===== config.mk =====
export PLATFORM = sky130hd
export DESIGN_NAME = cws_sequencer
export DESIGN_NICKNAME = d
export VERILOG_FILES = /design/src/rtl/cws_pkg.sv /design/src/rtl/cws_prog_rom.sv /design/src/rtl/cws_addr_gen.sv /design/src/rtl/cws_link_reg.sv /design/src/rtl/cws_sequencer.sv
export SDC_FILE = /design/constraint.sdc
export NUM_CORES = 1
export LEC_CHECK = 0
export ABC_AREA = 1
export ABC_CLOCK_PERIOD_IN_PS = 800
export CAP_MARGIN = 40
export CORE_MARGIN = 3
export CORE_UTILIZATION = 27
export CTS_BUF_LIST = sky130_fd_sc_hd__clkbuf_4 sky130_fd_sc_hd__clkbuf_8
export DETAILED_ROUTE_END_ITERATION = 10
export PLACE_DENSITY = 0.85
export SYNTH_ARGS = -nofsm -noshare
export SYNTH_HDL_FRONTEND = slang
export SYNTH_SLANG_ARGS = --single-unit

===== constraint.sdc =====
create_clock -name clk -period 0.8 [get_ports clk]
set_input_delay 0.2 -clock clk [delete_from_list [all_inputs] [get_ports clk]]
set_output_delay 0.2 -clock clk [all_outputs]
set_load 0.005 [all_outputs]

===== src/rtl/cws_pkg.sv =====
package cws_pkg;

  typedef enum logic {
    JK_REL = 1'b0,
    JK_ABS = 1'b1
  } jump_kind_e;

  // Controller section, most significant bits of the control word.
  typedef struct packed {
    logic       call;
    logic       jen;
    jump_kind_e jkind;
    logic       cond;
  } ag_ctl_t;

endpackage


===== src/rtl/cws_prog_rom.sv =====
module cws_prog_rom #(
  parameter int PC_W = 5,
  parameter int CW_W = 24,
  localparam int DEPTH = 1 << PC_W,
  parameter logic [DEPTH*CW_W-1:0] INIT = '0
) (
  input  logic            clk,
  input  logic            rst,
  input  logic [PC_W-1:0] addr,
  output logic [CW_W-1:0] cw_q
);

  logic [CW_W-1:0] rom [DEPTH];

  for (genvar a = 0; a < DEPTH; a++) begin : g_word
    assign rom[a] = INIT[a*CW_W +: CW_W];
  end

  // Registered read: this register is the control-word register.
  always_ff @(posedge clk) begin
    if (rst) cw_q <= '0;
    else     cw_q <= rom[addr];
  end

  p_cw_clear_r1: assert property (@(posedge clk) rst |=> cw_q == '0);

endmodule


===== src/rtl/cws_addr_gen.sv =====
module cws_addr_gen
  import cws_pkg::*;
#(
  parameter int PC_W  = 5,
  parameter int OFS_W = 4
) (
  input  logic [PC_W-1:0]  pc_cur,
  input  ag_ctl_t          ctl,
  input  logic [OFS_W-1:0] ofs,
  input  logic             status_q,
  input  logic [PC_W-1:0]  addr_in,
  output logic [PC_W-1:0]  next_pc,
  output logic             link_we,
  output logic [PC_W-1:0]  link_val
);

  logic signed [OFS_W-1:0] ofs_s;
  logic [PC_W-1:0] ofs_ext, seq_pc, tgt;
  logic taken;

  assign ofs_s   = ofs;
  assign ofs_ext = PC_W'(ofs_s);
  assign seq_pc  = pc_cur + PC_W'(1);
  assign taken   = ctl.jen && (ctl.cond == status_q);
  assign tgt     = (ctl.jkind == JK_ABS) ? addr_in : pc_cur + ofs_ext;
  assign next_pc = taken ? tgt : seq_pc;
  assign link_we = taken && ctl.call;
  assign link_val = seq_pc;

endmodule


===== src/rtl/cws_link_reg.sv =====
module cws_link_reg #(
  parameter int PC_W = 5
) (
  input  logic            clk,
  input  logic            rst,
  input  logic            we,
  input  logic [PC_W-1:0] d,
  output logic [PC_W-1:0] q
);

  always_ff @(posedge clk) begin
    if (rst)     q <= '0;
    else if (we) q <= d;
  end

endmodule


===== src/rtl/cws_sequencer.sv =====
module cws_sequencer
  import cws_pkg::*;
#(
  parameter int PC_W  = 5,
  parameter int DP_W  = 8,
  parameter int K_W   = 8,
  parameter int OFS_W = 4,
  parameter logic [(2**PC_W)*(DP_W+K_W+OFS_W+$bits(ag_ctl_t))-1:0] PROG = '0
) (
  input  logic            clk,
  input  logic            rst,
  input  logic            status_in,
  input  logic [PC_W-1:0] addr_in,
  output logic [DP_W-1:0] dp_ctl,
  output logic [K_W-1:0]  const_val,
  output logic [PC_W-1:0] pc,
  output logic [PC_W-1:0] link_addr
);

  localparam int CTL_W = $bits(ag_ctl_t);
  localparam int CW_W  = DP_W + K_W + OFS_W + CTL_W;
  localparam int OFS_LSB = DP_W + K_W;

  logic [CW_W-1:0]  cw_q;
  logic [PC_W-1:0]  pc_q, next_pc, link_val;
  logic             st_q, link_we;
  ag_ctl_t          ctl;
  logic [OFS_W-1:0] ofs;

  cws_prog_rom #(.PC_W(PC_W), .CW_W(CW_W), .INIT(PROG)) rom_i (
    .clk(clk), .rst(rst), .addr(pc_q), .cw_q(cw_q)
  );

  assign ctl       = ag_ctl_t'(cw_q[CW_W-1 -: CTL_W]);
  assign ofs       = cw_q[OFS_LSB +: OFS_W];
  assign dp_ctl    = cw_q[DP_W-1:0];
  assign const_val = cw_q[DP_W +: K_W];

  cws_addr_gen #(.PC_W(PC_W), .OFS_W(OFS_W)) ag_i (
    .pc_cur(pc_q), .ctl(ctl), .ofs(ofs), .status_q(st_q), .addr_in(addr_in),
    .next_pc(next_pc), .link_we(link_we), .link_val(link_val)
  );

  cws_link_reg #(.PC_W(PC_W)) lr_i (
    .clk(clk), .rst(rst), .we(link_we), .d(link_val), .q(link_addr)
  );

  always_ff @(posedge clk) begin
    if (rst) begin
      pc_q <= '0;
      st_q <= 1'b0;
    end else begin
      pc_q <= next_pc;
      st_q <= status_in;
    end
  end

  assign pc = pc_q;

  p_reset_state_r1: assert property (@(posedge clk)
    rst |=> (pc_q == '0 && link_addr == '0));

  p_no_jump_step_r3: assert property (@(posedge clk) disable iff (rst)
    !ctl.jen |=> pc_q == $past(pc_q) + PC_W'(1));

  p_abs_target_r5: assert property (@(posedge clk) disable iff (rst)
    (ctl.jen && ctl.cond == st_q && ctl.jkind == JK_ABS) |=> pc_q == $past(addr_in));

  p_cond_miss_r6: assert property (@(posedge clk) disable iff (rst)
    (ctl.jen && ctl.cond != st_q) |=> pc_q == $past(pc_q) + PC_W'(1));

  p_link_write_r7: assert property (@(posedge clk) disable iff (rst)
    (ctl.call && ctl.jen && ctl.cond == st_q) |=> link_addr == $past(pc_q) + PC_W'(1));

  p_link_hold_r7: assert property (@(posedge clk) disable iff (rst)
    !(ctl.call && ctl.jen && ctl.cond == st_q) |=> $stable(link_addr));

endmodule


==> results of run 1 <==
-- layer usage --
metal | vias to the layer above | GRT usage [%]
met4 | 0 | 1.86
met5 | - | 0
li1 | 126 | -
met3 | 0 | 7.73
met2 | 20 | 10.0
met1 | 108 | 5.60
-- cells in the final DEF, fill, tap and decap left out, types with 2 or more instances in the layout --
| cell | instances |
|---|---|
| sky130_fd_sc_hd__nand3_2 | 2 |
| sky130_fd_sc_hd__inv_1 | 3 |
| sky130_fd_sc_hd__buf_4 | 4 |
| sky130_fd_sc_hd__buf_2 | 3 |
| sky130_fd_sc_hd__dfxtp_4 | 2 |
| sky130_fd_sc_hd__nor2_1 | 4 |
| sky130_fd_sc_hd__clkbuf_4 | 4 |
| sky130_fd_sc_hd__dfxtp_2 | 3 |
| sky130_fd_sc_hd__conb_1 | 21 |
| sky130_fd_sc_hd__buf_6 | 4 |
| sky130_fd_sc_hd__nand2_1 | 4 |
| sky130_fd_sc_hd__nor2_2 | 2 |
-- power by group through the flow --
| stage | logic [mW] | registers [mW] | clock network [mW] |
|---|---|---|---|
| after floorplan | 0.120 | 0.287 | 0 |
| after global placement | 0.117 | 0.273 | 0 |
| after detailed placement | 0.123 | 0.274 | 0 |
| after CTS | 0.129 | 0.271 | 0.346 |
| after global routing | 0.145 | 0.274 | 0.373 |
| final | 0.131 | 0.271 | 0.324 |
-- cells in the mapped netlist --
master                    count
sky130_fd_sc_hd__buf_4       21
sky130_fd_sc_hd__conb_1       1
sky130_fd_sc_hd__dfxtp_1      5
sky130_fd_sc_hd__ha_1         1
sky130_fd_sc_hd__inv_1        4
sky130_fd_sc_hd__nand2_1      4
sky130_fd_sc_hd__nand3_1      1
sky130_fd_sc_hd__nand3_2      1
sky130_fd_sc_hd__nand4_1      1
sky130_fd_sc_hd__nor2_1       5
sky130_fd_sc_hd__nor2_2       1
sky130_fd_sc_hd__xnor2_1      1
-- final cells by class --
cell class | count | area, um^2
inverter | 4 | 15.0
tap | 14 | 17.5
multi-input combinational | 36 | 181
sequential | 5 | 111
timing repair buffer | 12 | 100
fill | 142 | 716
clock buffer | 4 | 30.0
-- critical path, cell delays in order (launching register included) --
cell and delay [ns]:
sky130_fd_sc_hd__dfxtp_4 0.33, sky130_fd_sc_hd__buf_6 0.12, sky130_fd_sc_hd__ha_4 0.16, sky130_fd_sc_hd__xnor2_1 0.14
sky130_fd_sc_hd__nor2_1 0.05
-- worst paths after layout --
check                           start    end  slack, ns
worst max register to register  pc[1]  pc[2]      -0.11
worst min register to register  pc[4]  pc[4]       0.53
worst min-delay path            pc[4]  pc[4]       0.53
worst max-delay path            pc[1]  pc[2]      -0.11
-- cell families after synthesis --
| logic type | share of synthesized area (%) |
|---|---|
| other | 1.04 |
| buffers and inverters | 48.1 |
| AND/OR/NAND/NOR | 17.1 |
| adder cells (fa/ha/maj) | 3.48 |
| flip-flops | 27.9 |
| XOR/XNOR | 2.44 |
-- repair_timing --
action,CTS,global route
pin swaps,4,2
gates resized for setup,28,2
buffers inserted,1,0
setup endpoints to repair,9,10
cloned,0,0
-- stage by stage --
stage,total power [mW],cells,hold slack (ns)
after floorplan,0.407,66,0.257
after global placement,0.390,70,0.507
after detailed placement,0.397,70,0.516
after CTS,0.746,75,0.541
after global routing,0.792,75,0.608
final,0.726,75,0.534
==> metrics.md, run 1 <==
| Metric | Value |
|---|---|
| Internal cell power | `0.548 mW` |
| Post-CTS clock slew at the launch and capture registers of the worst setup and hold paths | `0.04 ns` |
| Gate power share | `18.0%` |
| Portion of the post-synthesis area used by sequential elements | `27.9%` |
| Maximum number of pins on one net before global-route repair | `5` |
| Post-Syn Area per Cell | `7.81 um^2` |
| Share of cells above drive strength 1 | `42.6%` |
| Clock share of power | `44.6%` |
| Highest routed layer | `met3` |
| CTS Sinks | `5` |
| Wire length per cell | `7.16 um` |
| Global router's overall resource usage | `6.63%` |
| Detailed Route WL | `537 um` |
| Peak VDD IR | `0.555 mV` |
| Sort of element at the start of the critical path | `flip-flop` |
| Final setup violating endpoints | `9` |
| Met3 routed WL | `99 um` |
| Power density over the cells | `1590 nW/um^2` |
| Detailed-routing iteration count for the pre-antenna-repair pass | `1` |
| Library cell with the largest summed area after synthesis | `sky130_fd_sc_hd__buf_4` |
| Flip-flop count of the largest register, all copies and words added | `5` |
| CTS Buf Count | `3` |
| Arrival time of the worst setup path | `1.04 ns` |
| Number of library cell types mapped by synthesis | `12` |
| Initial antenna violation count | `0` |
| I/O pin count | `34` |
| Critical Path Sink Type | `flip-flop` |
| Summed negative setup slack over all endpoints | `-0.719 ns` |
| Category of the critical setup timing path | `flip-flop to flip-flop` |
| Height of the die | `42.5 um` |
| Overall die width | `42.5 um` |
| Ratio of final minimum period to clock period | `114%` |
| Total leakage power | `0.241 nW` |
| Outcome | `finished with violations` |
| Net count of the finished layout | `71` |
| Share of total power consumed by net switching | `24.6%` |
| Pins over their slew limit | `0` |
| Via/cell ratio | `3.39` |
| Vias after detailed routing | `254` |
| Area share of the largest cell type after synthesis | `43.9%` |
| Layout area overhead | `26.8%` |
| Clock tree from TritonCTS | `done` |
| DP Area | `412 um^2` |
| Fin util | `38.9%` |
| Hold path cells | `3` |
| Cell depth of the worst flop-to-flop path | `4` |
| Met1 WL | `163 um` |
| Number of H-tree levels | `1` |
| Warnings from Yosys | `0` |
| N_diodes | `0` |
| Hold-fix buffers at CTS | `0` |
| Vias in the first global route | `208` |
| Starting Density | `30.7%` |
| IO Port Bufs | `6` |
| Worst slack at placement | `-0.209 ns` |
| Class of the tightest hold or removal check | `flip-flop to flip-flop` |
| Violated checks | `setup timing` |
| Number of standard cells after synthesis | `46` |
| Clk_lat worst skew | `0.24 ns` |
| Post-route ant nets | `0` |
| Sum of net half-perimeters after detailed placement | `461 um` |
| Wire length on met2 | `274 um` |
| Required time of the critical path | `0.93 ns` |
| Post-Route Skew | `0.000583 ns` |
| Highest clock rate | `1090 MHz` |
| Power dissipated by switching net loads | `0.178 mW` |
| Post-synth design cell area | `359 um^2` |
| Clk Tree Root Cell | `sky130_fd_sc_hd__clkbuf_4` |
| DR DRC count | `0` |
| Leading cell types by total area after synthesis | `sky130_fd_sc_hd__buf_4 (44%), sky130_fd_sc_hd__dfxtp_1 (28%), sky130_fd_sc_hd__nor2_1 (5.2%)` |
| Max Buffers Root-to-Sink | `2` |
| Total of flip-flops plus latches after synthesis | `5` |
| Remaining global-route overflow | `0` |
| Final weighted congestion of routability-driven global placement | `0.705` |
| Setup slack after layout | `-0.113 ns` |
| DR iter-0 viols | `0` |
| Hold violation count in the final report | `0` |
| Global-route wire length before repair | `814 um` |
| Number of violations of the max-capacitance limit | `0` |
| Area inside the core boundary | `1170 um^2` |
| Final non-filler cell area | `455 um^2` |
| Setup repair after global routing missed its margin | `true` |
| Maximum fanout along the worst path | `3` |
| Final min period | `0.913 ns` |
| Cell row count | `12` |
| Die ar. | `1800 um^2` |
| Portion of total power attributed to sequential cells | `37.3%` |
No activity file was read; power rests on OpenSTA's default activity.
==> run 2: changes to the inputs <==
--- a/config.mk
+++ b/config.mk
@@ -13,6 +13,7 @@
 export CTS_BUF_LIST = sky130_fd_sc_hd__clkbuf_4 sky130_fd_sc_hd__clkbuf_8
 export DETAILED_ROUTE_END_ITERATION = 10
 export PLACE_DENSITY = 0.85
+export SKIP_CTS_REPAIR_TIMING = 1
 export SYNTH_ARGS = -nofsm -noshare
 export SYNTH_HDL_FRONTEND = slang
 export SYNTH_SLANG_ARGS = --single-unit
==> run 2 against run 1 <==
  * The flow still finishes with violations (setup timing)
  * Maximum frequency is 0.14% lower
  * Routed wire length is 0.37% higher
  * Global-route usage is 0.35 points lower
  * Register-to-register slack hardly changed
  * Non-clock buffer count is 1 higher
  * Critical endpoint is now pc[0]
==> metrics.md, run 2 (synthesis results as in run 1) <==
| Metric | Value |
|---|---|
| Sort of element at the start of the critical path | `flip-flop (unchanged)` |
| Remaining global-route overflow | `0 (unchanged)` |
| Post-CTS clock slew at the launch and capture registers of the worst setup and hold paths | `0.04 ns (about the same)` |
| Detailed-routing iteration count for the pre-antenna-repair pass | `1 (unchanged)` |
| Die ar. | `1800 um^2 (unchanged)` |
| Final weighted congestion of routability-driven global placement | `0.705 (unchanged)` |
| N_diodes | `0 (unchanged)` |
| Clock tree from TritonCTS | `done (unchanged)` |
| Share of cells above drive strength 1 | `37.1% (was 42.6%)` |
| Maximum number of pins on one net before global-route repair | `5 (unchanged)` |
| Global-route wire length before repair | `765 um (was 814 um)` |
| Area inside the core boundary | `1170 um^2 (unchanged)` |
| Maximum fanout along the worst path | `2 (was 3)` |
| Power density over the cells | `1600 nW/um^2 (was 1590 nW/um^2)` |
| Global router's overall resource usage | `6.28% (was 6.63%)` |
| Library cell contributing the largest single delay on the critical path | `sky130_fd_sc_hd__dfxtp_4 (unchanged)` |
| Required time of the critical path | `0.60 ns (was 0.93 ns)` |
| Slowest Stage Delay on Critical Path | `0.33 ns (about the same)` |
| Height of the die | `42.5 um (unchanged)` |
| Highest-count cells in the layout ignoring fill and taps | `sky130_fd_sc_hd__conb_1 (21), sky130_fd_sc_hd__nor2_1 (5), sky130_fd_sc_hd__buf_4 (5)` |
| Flip-flop count of the largest register, all copies and words added | `5 (unchanged)` |
| Wire length per cell | `7.09 um (was 7.16 um)` |
| Pins over their slew limit | `0 (unchanged)` |
| Overall die width | `42.5 um (unchanged)` |
| Setup slack after layout | `-0.115 ns (was -0.113 ns)` |
| Sum of net half-perimeters after detailed placement | `461 um (unchanged)` |
| Max Buffers Root-to-Sink | `2 (unchanged)` |
| Clk Tree Root Cell | `sky130_fd_sc_hd__clkbuf_4 (unchanged)` |
| Total leakage power | `0.255 nW (was 0.241 nW)` |
| Number of violations of the max-capacitance limit | `0 (unchanged)` |
| Highest clock rate | `1090 MHz (about the same)` |
| Initial antenna violation count | `0 (unchanged)` |
| Most common cell after layout, fill and taps aside | `sky130_fd_sc_hd__conb_1 (unchanged)` |
| Setup repair after global routing missed its margin | `true (unchanged)` |
| Post-route ant nets | `0 (unchanged)` |
| Class of the tightest hold or removal check | `flip-flop to flip-flop (unchanged)` |
| DR iter-0 viols | `0 (unchanged)` |
| Number of H-tree levels | `1 (unchanged)` |
| Final min period | `0.915 ns (was 0.913 ns)` |
| Net count of the finished layout | `72 (was 71)` |
| Arrival time of the worst setup path | `0.71 ns (was 1.04 ns)` |
| Vias after detailed routing | `257 (was 254)` |
| Final setup violating endpoints | `9 (unchanged)` |
| Critical Path Sink Type | `output pin (was flip-flop)` |
| Via/cell ratio | `3.38 (was 3.39)` |
| Clk_lat worst skew | `0.24 ns (about the same)` |
| Category of the critical setup timing path | `flip-flop to output pin (was flip-flop to flip-flop)` |
| Violated checks | `setup timing (unchanged)` |
| Starting Density | `30.7% (unchanged)` |
| Vias in the first global route | `198 (was 208)` |
| Outcome | `finished with violations (unchanged)` |
| DR DRC count | `0 (unchanged)` |
| Detailed Route WL | `539 um (was 537 um)` |
| CTS Sinks | `5 (unchanged)` |
| Cell row count | `12 (unchanged)` |
| Post-placement cell count | `70 (unchanged)` |
| I/O pin count | `34 (unchanged)` |
| Post-layout instance count excluding filler cells | `76 (was 75)` |
| IO Port Bufs | `6 (unchanged)` |
| Hold violation count in the final report | `0 (unchanged)` |
| Post-Route Skew | `0.000605 ns (was 0.000583 ns)` |
| Cell class contributing the biggest share of worst-path delay | `flip-flops (unchanged)` |
| Summed negative setup slack over all endpoints | `-0.739 ns (was -0.719 ns)` |
| Layout area overhead | `26.8% (unchanged)` |
| Worst path cell trace | `dlymetal6s2s_1 (was buf_6 -> ha_4 -> xnor2_1 -> nor2_1)` |
| Ratio of final minimum period to clock period | `114% (about the same)` |
| CTS Buf Count | `3 (unchanged)` |
| Critical path buffer and inverter count | `1 (unchanged)` |
| Peak VDD IR | `0.556 mV (was 0.555 mV)` |
## run 2: path summary, 6_finish.rpt
kind / startpoint / end / cells past startpoint / slack, ns
worst max-delay path: pc[0] / pc[0] / 1 / -0.11
worst min-delay path: pc[4] / pc[4] / 3 / 0.52
worst max register to register: pc[1] / pc[4] / 6 / -0.11
worst min register to register: pc[4] / pc[4] / 3 / 0.52
## run 2: layout make-up
type                    count  area (um^2)
clock buffers               4         30.0
fillers                   136          716
inverters                   4         15.0
multi-input cells          36          174
flip-flops and latches      5          110
well taps                  14         17.5
repair buffers             13          109
## run 2: report_power, final
| group | switching (mW) | leakage (nW) | internal, mW | total (mW) |
|---|---|---|---|---|
| sequential | 0.00741 | 0.0430 | 0.264 | 0.271 |
| clock | 0.102 | 0.0184 | 0.222 | 0.324 |
| combinational | 0.0666 | 0.193 | 0.0667 | 0.133 |
| total | 0.176 | 0.255 | 0.553 | 0.729 |
## run 2: per-layer routing
layer / GRT usage [%] / share of wire [%] / routed length, um
met4: 1.86 / 0 / 0
met5: 0 / 0 / 0
met1: 4.83 / 32 / 172
met3: 7.73 / 18 / 99
met2: 9.73 / 50 / 268
## run 2: per-stage QoR
step                hold slack [ns]  instance area (um^2)  setup slack, ns  util, %  total power, mW
floorplan                     0.257                   454       -0.0000699        -            0.407
global placement              0.507                   412           -0.210     35.1            0.390
detailed placement            0.516                   412           -0.209     35.1            0.397
CTS                           0.527                   442           -0.482     37.7            0.739
global route                  0.597                   455           -0.167     38.9            0.795
finish                        0.520                   455           -0.115     38.9            0.729
